**config.mk**
```make
export PLATFORM = sky130hd
export DESIGN_NAME = sc_mac_lane
export DESIGN_NICKNAME = d
export VERILOG_FILES = /design/src/rtl/sc_mac_pkg.sv /design/src/rtl/sc_lfsr.sv /design/src/rtl/sc_stream_gen.sv /design/src/rtl/sc_group_adder.sv /design/src/rtl/sc_mac_lane.sv
export SDC_FILE = /design/constraint.sdc
export NUM_CORES = 1
export LEC_CHECK = 0
export ABC_AREA = 1
export BUFFER_PORTS_ARGS = -buffer_cell sky130_fd_sc_hd__buf_2
export CAP_MARGIN = 40
export CORE_MARGIN = 10
export CORE_UTILIZATION = 65
export DETAILED_ROUTE_END_ITERATION = 6
export GPL_TIMING_DRIVEN = 0
export MAX_ROUTING_LAYER = met4
export PLACE_DENSITY = 0.87
export SYNTH_ARGS = -nofsm -noshare
export SYNTH_HDL_FRONTEND = slang
export SYNTH_SLANG_ARGS = --single-unit
```
**constraint.sdc**
```tcl
create_clock -name clk -period 5 [get_ports clk]
set_input_delay 0.25 -clock clk [delete_from_list [all_inputs] [get_ports clk]]
set_output_delay 0.25 -clock clk [all_outputs]
set_load 0.03 [all_outputs]
```
**src/rtl/sc_mac_pkg.sv**
```systemverilog
// Package: shared widths, merge mode type and helpers for the stochastic lane.
// Assumes 8-bit operands and an 8-bit random source.
package sc_mac_pkg;
    localparam int unsigned OPND_W  = 8;
    localparam int unsigned RNG_W   = 8;
    localparam int unsigned MAX_LEN = 256;
    localparam int unsigned CNT_W   = $clog2(MAX_LEN) + 1;

    typedef logic [OPND_W-1:0] opnd_t;
    typedef logic [RNG_W-1:0]  rng_t;
    typedef logic [CNT_W-1:0]  cnt_t;

    typedef enum logic {
        MERGE_OR  = 1'b0,
        MERGE_MUX = 1'b1
    } merge_e;

    // Map a length code to a stream length; codes above 4 alias the maximum.
    function automatic cnt_t len_of(input logic [2:0] code);
        case (code)
            3'd0:    len_of = cnt_t'(16);
            3'd1:    len_of = cnt_t'(32);
            3'd2:    len_of = cnt_t'(64);
            3'd3:    len_of = cnt_t'(128);
            default: len_of = cnt_t'(MAX_LEN);
        endcase
    endfunction

    // Reverse bit order of a random value to decorrelate weight streams.
    function automatic rng_t bit_rev(input rng_t v);
        for (int i = 0; i < RNG_W; i++) bit_rev[i] = v[RNG_W-1-i];
    endfunction
endpackage

```
**src/rtl/sc_lfsr.sv**
```systemverilog
// Module: sc_lfsr
// Maximal-length 8-bit Fibonacci LFSR (x^8+x^6+x^5+x^4+1) shared by all
// stream generators. Assumes SEED is nonzero; the zero state is unreachable.
module sc_lfsr
    import sc_mac_pkg::*;
#(
    parameter rng_t SEED = 8'hA5
) (
    input  logic clk,
    input  logic rst_n,
    input  logic seed_i,
    input  logic step_i,
    output rng_t state_o
);
    rng_t state_q;
    logic fb;

    // Feedback from taps 8,6,5,4.
    assign fb = state_q[7] ^ state_q[5] ^ state_q[4] ^ state_q[3];

    // Reseed on request, otherwise advance while stepping.
    always_ff @(posedge clk) begin
        if (!rst_n)      state_q <= SEED;
        else if (seed_i) state_q <= SEED;
        else if (step_i) state_q <= {state_q[RNG_W-2:0], fb};
    end

    assign state_o = state_q;

    p_lfsr_nonzero_r3: assert property (@(posedge clk) disable iff (!rst_n)
        state_q != '0);
endmodule

```
**src/rtl/sc_stream_gen.sv**
```systemverilog
// Module: sc_stream_gen
// One lane: compares activation with the random value and weight with its
// bit-reversed copy, then ANDs the two unipolar bits into a product bit.
// Assumes the random value changes every run cycle.
module sc_stream_gen
    import sc_mac_pkg::*;
(
    input  opnd_t act_i,
    input  opnd_t wgt_i,
    input  rng_t  rnd_i,
    output logic  prod_o
);
    logic a_bit, w_bit;

    // Comparator-based stream bits and their product.
    always_comb begin
        a_bit  = act_i > rnd_i;
        w_bit  = wgt_i > bit_rev(rnd_i);
        prod_o = a_bit & w_bit;
    end
endmodule

```
**src/rtl/sc_group_adder.sv**
```systemverilog
// Module: sc_group_adder
// Stochastic adder for one group of product bits: OR merge (saturating sum)
// or scaled mux merge driven by select bits. Assumes GROUP is a power of two.
module sc_group_adder
    import sc_mac_pkg::*;
#(
    parameter int unsigned GROUP = 4,
    localparam int unsigned SEL_W = (GROUP > 1) ? $clog2(GROUP) : 1
) (
    input  merge_e             mode_i,
    input  logic [GROUP-1:0]   prod_i,
    input  logic [SEL_W-1:0]   sel_i,
    output logic               y_o
);
    generate
        if (GROUP == 1) begin : g_single
            // A single product passes straight through in either mode.
            assign y_o = prod_i[0];
        end else begin : g_multi
            // Pick the merge selected for this run.
            always_comb begin
                if (mode_i == MERGE_MUX) y_o = prod_i[sel_i];
                else                     y_o = |prod_i;
            end
        end
    endgenerate
endmodule

```
**src/rtl/sc_mac_lane.sv**
```systemverilog
// Module: sc_mac_lane (top)
// Stochastic dot-product lane with hybrid accumulation: groups of product
// streams are merged stochastically, group bits are counted exactly.
// Assumes N_LANES is a multiple of GROUP and loads happen while idle.
module sc_mac_lane
    import sc_mac_pkg::*;
#(
    parameter int unsigned N_LANES = 8,
    parameter int unsigned GROUP   = 4,
    parameter rng_t        SEED    = 8'hA5,
    localparam int unsigned N_GRP  = N_LANES / GROUP,
    localparam int unsigned IDX_W  = $clog2(N_LANES),
    localparam int unsigned SEL_W  = (GROUP > 1) ? $clog2(GROUP) : 1,
    localparam int unsigned RES_W  = CNT_W + $clog2(N_GRP)
) (
    input  logic             clk,
    input  logic             rst_n,
    input  logic             ld_en,
    input  logic             ld_wgt,
    input  logic [IDX_W-1:0] ld_idx,
    input  logic [7:0]       ld_data,
    input  logic             start,
    input  logic [2:0]       len_code,
    input  logic             merge_mux,
    output logic             busy,
    output logic             done,
    output logic [RES_W-1:0] result
);
    opnd_t             act_q [N_LANES];
    opnd_t             wgt_q [N_LANES];
    logic              busy_q, done_q;
    cnt_t              remain_q;
    merge_e            mode_q;
    rng_t              rnd;
    logic [N_LANES-1:0] prod;
    logic [N_GRP-1:0]  gbit;
    cnt_t              gcnt_q [N_GRP];
    logic              go;

    assign go = start && !busy_q;

    // Operand registers; writes are dropped while a run is active.
    always_ff @(posedge clk) begin
        if (!rst_n) begin
            for (int i = 0; i < N_LANES; i++) begin
                act_q[i] <= '0;
                wgt_q[i] <= '0;
            end
        end else if (ld_en && !busy_q) begin
            if (ld_wgt) wgt_q[ld_idx] <= ld_data;
            else        act_q[ld_idx] <= ld_data;
        end
    end

    // Run control: length countdown, busy flag and one-cycle done pulse.
    always_ff @(posedge clk) begin
        if (!rst_n) begin
            busy_q   <= 1'b0;
            done_q   <= 1'b0;
            remain_q <= '0;
            mode_q   <= MERGE_OR;
        end else begin
            done_q <= 1'b0;
            if (go) begin
                busy_q   <= 1'b1;
                remain_q <= len_of(len_code) - cnt_t'(1);
                mode_q   <= merge_e'(merge_mux);
            end else if (busy_q) begin
                if (remain_q == '0) begin
                    busy_q <= 1'b0;
                    done_q <= 1'b1;
                end else begin
                    remain_q <= remain_q - cnt_t'(1);
                end
            end
        end
    end

    sc_lfsr #(.SEED(SEED)) u_rng (
        .clk     (clk),
        .rst_n   (rst_n),
        .seed_i  (go),
        .step_i  (busy_q),
        .state_o (rnd)
    );

    generate
        for (genvar l = 0; l < N_LANES; l++) begin : g_lane
            sc_stream_gen u_gen (
                .act_i  (act_q[l]),
                .wgt_i  (wgt_q[l]),
                .rnd_i  (rnd),
                .prod_o (prod[l])
            );

            p_load_busy_r8: assert property (@(posedge clk) disable iff (!rst_n)
                busy_q |=> $stable(act_q[l]) && $stable(wgt_q[l]));
        end

        for (genvar g = 0; g < N_GRP; g++) begin : g_grp
            sc_group_adder #(.GROUP(GROUP)) u_add (
                .mode_i (mode_q),
                .prod_i (prod[g*GROUP +: GROUP]),
                .sel_i  (rnd[SEL_W-1:0]),
                .y_o    (gbit[g])
            );

            // Exact binary count of the group's merged stream.
            always_ff @(posedge clk) begin
                if (!rst_n)      gcnt_q[g] <= '0;
                else if (go)     gcnt_q[g] <= '0;
                else if (busy_q) gcnt_q[g] <= gcnt_q[g] + cnt_t'(gbit[g]);
            end

            p_cnt_bound_r7: assert property (@(posedge clk) disable iff (!rst_n)
                gcnt_q[g] <= cnt_t'(MAX_LEN));
            p_or_merge_r4: assert property (@(posedge clk) disable iff (!rst_n)
                (busy_q && mode_q == MERGE_OR && |prod[g*GROUP +: GROUP]) |-> gbit[g]);
            p_mux_merge_r5: assert property (@(posedge clk) disable iff (!rst_n)
                (busy_q && gbit[g]) |-> |prod[g*GROUP +: GROUP]);
        end
    endgenerate

    // Sum of the group counters forms the binary result.
    always_comb begin
        result = '0;
        for (int g = 0; g < N_GRP; g++) result = result + RES_W'(gcnt_q[g]);
    end

    assign busy = busy_q;
    assign done = done_q;

    p_done_single_r6: assert property (@(posedge clk) disable iff (!rst_n)
        done_q |=> !done_q);
    p_done_after_run_r6: assert property (@(posedge clk) disable iff (!rst_n)
        done_q |-> !busy_q && $past(busy_q));
    p_start_ignored_r8: assert property (@(posedge clk) disable iff (!rst_n)
        (busy_q && start && remain_q != '0) |=> busy_q && remain_q == $past(remain_q) - cnt_t'(1));
    p_result_hold_r7: assert property (@(posedge clk) disable iff (!rst_n)
        (!busy_q && !go) |=> $stable(result));
endmodule

```
=== After elaboration in Yosys (flattened, before gate mapping) ===
Memories as Yosys holds them, arrays and structs flattened.
Cells that the tools add are included.

* $add $sub $neg: 5
* Order comparisons: 17
* Equal/unequal tests: 4
* Muxes and demuxes: 42
* Bitwise operators: 17
* Reduce and logical (&&, ||, !) cells: 13

{| class="wikitable"
|+ Operator list
! kind !! number
|-
| $gt A8 B8 Y1 || 16
|-
| $mux W9 || 9
|-
| $pmux W9 S4 || 1
|-
| $mux W1 || 26
|-
| $add A9 B1 Y9 || 2
|-
| $sub A9 B1 Y9 const B || 2
|-
| $mux W8 || 2
|-
| $reduce_or A8 Y1 || 2
|-
| $add A9 B9 Y10 || 1
|-
| $logic_not A9 Y1 || 1
|-
| $and A1 B1 Y1 || 8
|-
| $reduce_or A4 Y1 || 2
|-
| $eq A3 B2 Y1 const B || 2
|-
| $mux W3 || 2
|-
| $bmux W1 S2 || 2
|-
| $or A1 B1 Y1 || 4
|-
| $eq A3 B1 Y1 const B || 1
|-
| $logic_not A3 Y1 || 1
|-
| $lt A2 B3 Y1 const B || 1
|-
| $reduce_or A3 Y1 || 1
|-
| $xor A1 B1 Y1 || 3
|-
| $logic_and A1 B1 Y1 || 2
|-
| $ne A2 B2 Y1 const B || 1
|-
| $not A1 Y1 || 2
|-
| other kinds (4) || 4
|}

* Bits in registers: 20
* Bits in writable memories: 146
* Input port bits: 20
* Output and inout port bits: 12
* Memories kept: 3

{| class="wikitable"
|+ Memories
! name !! depth !! width !! rd ports !! clocked after memory_dff !! write ports !! RTL line !! RTL
|-
| act_q || 8 || 8 || 8 || 0 || 8 || sc_mac_lane.sv:29 || <nowiki>opnd_t act_q [N_LANES];</nowiki>
|-
| wgt_q || 8 || 8 || 8 || 0 || 8 || sc_mac_lane.sv:30 || <nowiki>opnd_t wgt_q [N_LANES];</nowiki>
|-
| gcnt_q || 2 || 9 || 2 || 0 || 2 || sc_mac_lane.sv:37 || <nowiki>cnt_t gcnt_q [N_GRP];</nowiki>
|}

=== Longest topological paths before layout ===
Gate-level depths: netlist of run 1.

* Word-level depth: 7
* Gate-level depth with buffers: 22

=== Modules after synthesis ===
Synthesis of run 1 repeated with hierarchy kept, for this count alone.

* Cells, all modules: 1226
* Area, all modules: 11035.6 µm²

{| class="wikitable"
|+ By module, submodules not included
! module !! times used !! cells an instance !! area an instance (µm²) !! seq. area each (µm²)
|-
| sc_mac_lane || 1 || 578 || 7139.3 || 4624.4
|-
| sc_stream_gen || 8 || 70 || 424.2 || 0.0
|-
| sc_lfsr || 1 || 50 || 350.3 || 160.2
|-
| sc_group_adder || 2 || 19 || 76.3 || 0.0
|}

=== Least setup slack after synthesis of run 1 ===
Ideal clock, no wire load.

* Kind: register to register
* Start point: reg u_rng.state_q[0] (netlist: u_rng.state_o[0])
* End point: mem gcnt_q[0][8] (netlist bit) (data pin)
* Setup time: 266 ps
* Data arrival time: 2760 ps
* Data required time: 4734 ps
* Slack: 1974 ps
* Cell stages (with the launch flop): 19
* Cells stage by stage: dfxtp_1 > inv_1 > ha_1 > nand2_1 > nor2_1 > nand2_1 > nand2_1 > nand4_1 > nand3_1 > nand2_1 > a21oi_1 > ha_1 > ha_1 > nand2_1 > nor3b_1 > nand2_1 > nor2_1 > xnor2_1 > nor2_1

{| class="wikitable"
|+ RTL lines
! what !! RTL line !! RTL
|-
| start: declaration || sc_lfsr.sv:15 || <nowiki>rng_t state_q;</nowiki>
|-
| start signal: assignment || sc_lfsr.sv:25 || <nowiki>else if (step_i) state_q <= {state_q[RNG_W-2:0], fb};</nowiki>
|-
| end: declaration || sc_mac_lane.sv:37 ||
|}

==> results of run 1 <==
-- power groups by stage --
stage,Combinational [mW],Clock [mW],Sequential [mW]
global route,0.867,1.49,1.68
global placement,0.697,0,1.69
CTS,0.766,1.44,1.67
detailed placement,0.752,0,1.70
finish,0.772,1.44,1.67
floorplan,0.547,0,1.68
-- cells by family (layout without fill, tap and decap cells) --
kind of cell	count (synthesis)	after routing
fa+ha+maj	143	143
flops	166	166
compound gates	122	122
simple gates	497	497
buf+inv	138	204
xor+xnor	15	15
-- metal layers --
layer  routed length, um  track usage (%)  vias up
met3                1820             3.67       84
met4                 913             12.8        0
li1                    -                -     3776
met5                   0                -        -
met1                9330             27.3     3720
met2               12000             41.7      362
-- worst max-delay path: cells and delay by family, from the launching register on --
family / cells / cell delay, ns
fa+ha+maj: 3 / 0.84
simple gates: 12 / 1.61
xor+xnor: 1 / 0.13
buf+inv: 1 / 0.60
compound gates: 1 / 0.14
flops: 1 / 0.89
-- final timing paths --
check | end | slack (ns) | cells past startpoint
worst max register to register | gcnt_q[0][8] | 0.51 | 18
worst min register to register | remain_q[8] | 0.47 | 2
worst max-delay path | gcnt_q[0][8] | 0.51 | 18
worst min-delay path | mode_q | 0.15 | 3
-- sequential cells by signal (all words and copies together) (netlist names) --
register / count
act_q: 64
busy: 1
done: 1
gcnt_q: 18
mode_q: 1
remain_q: 9
u_rng.state_o: 8
wgt_q: 64
-- cells in the final DEF (no fill, tap or decap), types with 17 or more instances in the layout --
| cell type | instances |
|---|---|
| nor2_1 | 210 |
| ha_1 | 142 |
| inv_1 | 117 |
| nand2_1 | 210 |
| clkbuf_16 | 17 |
| nand3_1 | 23 |
| buf_2 | 29 |
| edfxtp_1 | 146 |
| nand4_1 | 19 |
| dfxtp_1 | 20 |
| a21oi_1 | 69 |
-- metrics by stage --
step                cell area (um^2)  worst slack, ns  power, mW
floorplan                      10100             1.97       2.22
global placement               10500            0.884       2.39
detailed placement             10600            0.796       2.45
CTS                            11200            0.688       3.87
global route                   11200            0.281       4.04
finish                         11200            0.514       3.89
-- layout make-up --
cell class              count  area, um^2
multi-input cells         777        4780
well taps                 188         235
fillers                  1001        3970
clock inverters            12         200
plain buffers              16        68.8
repair buffers             34         255
clock buffers              20         447
inverters                 122         460
flip-flops and latches    166        4780
==> flow_metrics.py, run 1 <==
metrics = {
    "outcome": {
        "status": "finished clean",
    },
    "logic_synthesis": {
        "synth_commonest_cells": "nand2_1 (210), nor2_1 (210), edfxtp_1 (146), ha_1 (142), inv_1 (117)",
        "synth_top_family_by_area": "simple AND/OR/NAND/NOR gates",
        "synth_fp_nets": 1244,
        "synth-seq-area-share_pct": 47.4,
        "ys_seq_elements": 166,
        "syn_inst": 1081,
        "muxShareOfSynthArea_pct": 0,
        "yosys-top-cells-area": "edfxtp_1 (43%), ha_1 (18%), nand2_1 (7.8%), nor2_1 (7.8%), inv_1 (4.4%)",
        "yosysWarnings": 0,
        "synth_area_per_cell_um2": 9.34,
        "synth-edff-count": 146,
        "synth_xor_area_share_pct": 1.30,
        "synth_flop_cell": "edfxtp_1",
        "synth_top_area_share_pct": 43.4,
        "syn_area_mm2": 0.0101,
        "yosys.area_share.simple_pct": 21.3,
        "synth_compound_area_share_pct": 6.92,
        "yosysTopAreaCell": "edfxtp_1",
        "ys_async_sr_fraction_pct": 0,
        "synthAdderAreaFrac_pct": 17.8,
        "ys_types": 39,
    },
    "clock_network": {
        "cts_buffers": 17,
        "clock-root-buffer": "clkbuf_16",
        "clock_path_buffers": 2,
        "cts_tree": "done",
        "hold_buffers": 0,
        "cts_resized": 0,
        "clock_sinks": 166,
        "ctsHtreeMaxLevel": 4,
        "clkTransAtPathRegs_ns": 0.07,
        "clock_latency_ns": 0.44,
        "post_cts_buffers": 0,
    },
    "worst_hold_path": {
        "holdCritPathClass": "in -> reg",
        "hp-start": "merge_mux",
    },
    "drt": {
        "routedWlPerCell_um": 18.0,
        "drc": 0,
        "dr.pass1.iters": 6,
        "wl_um": 24000,
        "num_vias": 7942,
        "drt_iter0_markers": 670,
        "vias_per_cell": 5.95,
        "antenna_left": 0,
    },
    "timing": {
        "final.min_clock_period_ns": 4.49,
        "rsz0062_at_grt": "false",
        "tns_ns": 0,
        "fin_worst_skew_ns": 0.00633,
        "slew_violations": 0,
        "finalSetupViolations": 0,
        "clock.fmax_ghz": 0.223,
        "tightestPinTransition_ns": 0.870,
        "hold_violations": 0,
        "holdWs_ns": 0.146,
        "slew_headroom_pct": 41.9,
        "period_share_pct": 89.7,
    },
    "floorplan": {
        "core_mm2": 0.0152,
        "start_util_pct": 66.4,
        "fp.dieH_um": 145,
        "dieArea_mm2": 0.0209,
        "row_count": 45,
        "io-pin-count": 32,
        "chipWidth_um": 145,
    },
    "power": {
        "pwr-share-clk_pct": 37.2,
        "powerDensity_mw_per_mm2": 346,
        "p_switching_mw": 1.12,
        "p_comb_share_pct": 19.9,
        "seq_power_share_pct": 42.9,
        "ir_drop_uv": 276,
        "power_leakage_nw": 5.30,
        "p_int_mw": 2.76,
        "switching_share_pct": 28.9,
    },
    "cells_and_area": {
        "diodes": 0,
        "syn2layout_area_growth_pct": 11.3,
        "drive_gt1_share_pct": 8.54,
        "finalNonFillerCells": 1335,
        "finish.net_count": 1297,
        "final_core_util_pct": 73.9,
    },
    "worst_setup_path": {
        "crit_arrival_ns": 4.66,
        "critical_path_required_ns": 5.17,
        "path_cells": "inv_1 -> ha_1 -> nand2_1 -> nor2_1 -> nand2_1 -> nand2_1 -> nand4_1 -> nand3_1 -> nand2_1 -> a21oi_1 -> ha_1 -> ha_1 -> nand2_1 -> nor3b_1 -> nand2_1 -> nor2_1 -> xnor2_1 -> nor2_1",
        "cp_common_cell": "nand2_1",
        "critPathMaxStageDelay_ns": 0.89,
        "worstSetupPathType": "reg -> reg",
        "reg2reg_from": "u_rng.state_o[0]",
        "endpoint_kind": "register",
        "crit_fanout": 14,
        "crit_start": "u_rng.state_o[0]",
        "cp_slowest_cell": "dfxtp_1",
        "startpoint_type": "register",
    },
    "grt": {
        "grt_overflow": 0,
        "grt_pass1_vias": 7808,
        "track_usage_pct": 24.4,
        "grt_pass1_wl_um": 38100,
        "antenna_found_initial": 0,
        "grt_max_degree": 17,
    },
    "placed_design": {
        "numPortBuffers": 28,
        "dp_hpwl_um": 16700,
        "dp.cells": 1303,
        "globalplace.congestion": 0.856,
    },
    "flow_run": {
        "max-cap-violations": 0,
    },
}
Note: power is estimated with default switching activity, not from simulation.
==> run 2: changes to the inputs <==
--- a/config.mk
+++ b/config.mk
@@ -9,11 +9,12 @@
 export BUFFER_PORTS_ARGS = -buffer_cell sky130_fd_sc_hd__buf_2
 export CAP_MARGIN = 40
 export CORE_MARGIN = 10
-export CORE_UTILIZATION = 65
+export CORE_UTILIZATION = 55
 export DETAILED_ROUTE_END_ITERATION = 6
 export GPL_TIMING_DRIVEN = 0
 export MAX_ROUTING_LAYER = met4
-export PLACE_DENSITY = 0.87
+export PLACE_DENSITY = 0.76
 export SYNTH_ARGS = -nofsm -noshare
 export SYNTH_HDL_FRONTEND = slang
+export SYNTH_HIERARCHICAL = 1
 export SYNTH_SLANG_ARGS = --single-unit
==> run 2 against run 1 <==
Against the previous run: core utilization down 11 points; first-iteration DRC count shrank 14%; clock skew up 0.0016 ns; sequential cell count did not move; synthesized cell count rose by 13%; total power is 5.3% lower; fmax increased by 18%; via count grew 3.9%; critical path type unchanged; critical endpoint unchanged.
==> flow_metrics.py, run 2 <==
metrics = {
    "logic_synthesis": {
        "ys_types": 39,
        "yosysMostFrequentCell": "nand2_1",
        "synth_fp_nets": 1389,
        "ys_async_sr_fraction_pct": 0,
        "yosys-top-cells-area": "edfxtp_1 (40%), ha_1 (16%), nand2_1 (9.4%), inv_1 (6.7%), nor2_2 (6.1%)",
        "synth_commonest_cells": "nand2_1 (277), inv_1 (197), edfxtp_1 (146), ha_1 (142), nor2_1 (115)",
        "yosysWarnings": 6,
        "syn_area_mm2": 0.0110,
        "ys_seq_elements": 166,
        "synth-edff-count": 146,
        "yosysTopAreaCell": "edfxtp_1",
        "synth_top_area_share_pct": 39.7,
        "synth-seq-area-share_pct": 43.4,
        "synth_area_per_cell_um2": 9.00,
        "synth_flop_cell": "edfxtp_1",
        "syn_inst": 1226,
    },
    "worst_hold_path": {
        "holdCritPathClass": "in -> reg",
        "hp-start": "merge_mux",
    },
    "clock_network": {
        "clock_sinks": 166,
        "post_cts_buffers": 0,
        "clock-root-buffer": "clkbuf_16",
        "hold_buffers": 0,
        "clock_latency_ns": 0.43,
        "clkTransAtPathRegs_ns": 0.07,
        "clock_path_buffers": 2,
        "cts_tree": "done",
        "cts_resized": 0,
        "cts_buffers": 17,
        "ctsHtreeMaxLevel": 4,
    },
    "drt": {
        "vias_per_cell": 5.28,
        "dr.pass1.iters": 5,
        "drc": 0,
        "antenna_left": 0,
        "drt_iter0_markers": 574,
        "num_vias": 8249,
        "wl_um": 25500,
        "routedWlPerCell_um": 16.3,
    },
    "timing": {
        "hold_violations": 0,
        "fin_worst_skew_ns": 0.00791,
        "period_share_pct": 76.3,
        "rsz0062_at_grt": "false",
        "tightestPinTransition_ns": 0.956,
        "tns_ns": 0,
        "slew_violations": 0,
        "final.min_clock_period_ns": 3.82,
        "slew_headroom_pct": 36.2,
        "finalSetupViolations": 0,
        "clock.fmax_ghz": 0.262,
        "setup_ws_ns": 1.18,
    },
    "power": {
        "power_leakage_nw": 5.94,
        "p_switching_mw": 1.11,
        "pwr-share-clk_pct": 36.1,
        "power.total_mw": 3.68,
        "p_int_mw": 2.58,
        "seq_power_share_pct": 44.8,
        "switching_share_pct": 30.0,
        "p_comb_share_pct": 19.1,
        "powerDensity_mw_per_mm2": 300,
        "ir_drop_uv": 248,
    },
    "floorplan": {
        "dieArea_mm2": 0.0261,
        "io-pin-count": 32,
        "chipWidth_um": 162,
        "core_mm2": 0.0196,
        "row_count": 51,
        "fp.dieH_um": 162,
        "start_util_pct": 56.3,
    },
    "flow_run": {
        "max-cap-violations": 0,
    },
    "grt": {
        "antenna_found_initial": 0,
        "grt_pass1_wl_um": 40700,
        "use_met2_pct": 34.4,
        "use_met1_pct": 24.1,
        "grt_pass1_vias": 7993,
        "grt_overflow": 0,
        "track_usage_pct": 20.3,
        "use_met3_pct": 2.96,
        "grt_max_degree": 17,
        "grt-busiest-layer": "met2",
    },
    "worst_setup_path": {
        "cp_common_cell": "nand2_1",
        "crit_arrival_ns": 4.11,
        "r2r_setup_slack_ns": 1.18,
        "critical_path_required_ns": 5.29,
        "crit_start": "u_rng/state_o[1]",
        "crit_fanout": 16,
        "worstSetupPathType": "reg -> reg",
        "startpoint_type": "register",
        "cp-endpoint": "gcnt_q[0][8]",
        "critPathMaxStageDelay_ns": 0.95,
        "reg2reg_to": "gcnt_q[0][8]",
        "r2r_cells": 26,
        "cp_slowest_cell": "dfxtp_1",
        "endpoint_kind": "register",
        "reg2reg_from": "u_rng/state_o[1]",
    },
    "placed_design": {
        "dp_hpwl_um": 18400,
        "dp.cells": 1529,
        "numPortBuffers": 28,
        "dp_slack_ns": 1.28,
        "globalplace.congestion": 0.844,
    },
    "cells_and_area": {
        "finish.net_count": 1446,
        "multi_input_area_mm2": 0.00538,
        "finalNonFillerCells": 1561,
        "final_cell_mix": "nand2_1 (277), inv_1 (197), edfxtp_1 (146)",
        "final_common_cell": "nand2_1",
        "drive_gt1_share_pct": 17.7,
        "diodes": 0,
        "final_core_util_pct": 62.6,
        "top_regs": "act_q: 64 flops, wgt_q: 64 flops, gcnt_q: 18 flops",
        "register_area_mm2": 0.00478,
        "syn2layout_area_growth_pct": 11.1,
        "fill_cells": 1584,
    },
    "outcome": {
        "status": "finished clean",
    },
}
## run 2: cells by family (layout without fill, tap and decap cells)
kind of cell    Yosys count  after routing  synth area share, %
compound gates          120            120                 6.01
xor+xnor                 10             10                0.794
fa+ha+maj               143            143                 16.3
buf+inv                 222            292                 7.86
flops                   166            166                 43.4
simple gates            565            565                 25.7
## run 2: worst min-delay path by stage
stage	end	slack [ns]	depth (start not counted)
floorplan	mode_q	0.41	2
global placement	remain_q[0]	0.47	2
detailed placement	remain_q[0]	0.49	2
CTS	mode_q	0.08	3
global route	mode_q	0.1	3
finish	mode_q	0.09	3
## run 2: area by class of cell
class                   instances  share of cell area, %
clock inverters                14                   1.22
repair buffers                 38                   2.51
flip-flops and latches        166                   39.0
clock buffers                  18                   3.58
well taps                     265                   2.70
multi-input cells             838                   43.9
inverters                     204                   6.26
plain buffers                  18                  0.806
## run 2: through the flow
| step | instance area, um^2 | hold WS (ns) |
|---|---|---|
| floorplan | 11000 | 0.414 |
| global placement | 11500 | 0.473 |
| detailed placement | 11700 | 0.495 |
| CTS | 12300 | 0.0795 |
| global route | 12300 | 0.0981 |
| finish | 12300 | 0.0864 |
## run 2: worst max-delay path: cells and delay by family (launching register included)
kind	cells	cell delay, ns
fa+ha+maj	3	0.74
simple gates	17	1.35
compound gates	2	0.20
flops	1	0.95
buf+inv	4	0.42
## run 2: layer usage
metal,part of all wire (%),vias up
met5,0,-
met4,2.4,0
met3,6.1,49
met2,50,245
met1,42,3847
li1,-,4108
## run 2: power groups by stage
stage	logic [mW]	clock network, mW	registers, mW
final	0.702	1.33	1.65
after global routing	0.796	1.39	1.66
after CTS	0.700	1.33	1.65
after detailed placement	0.692	0	1.68
after global placement	0.638	0	1.68
after floorplan	0.514	0	1.65
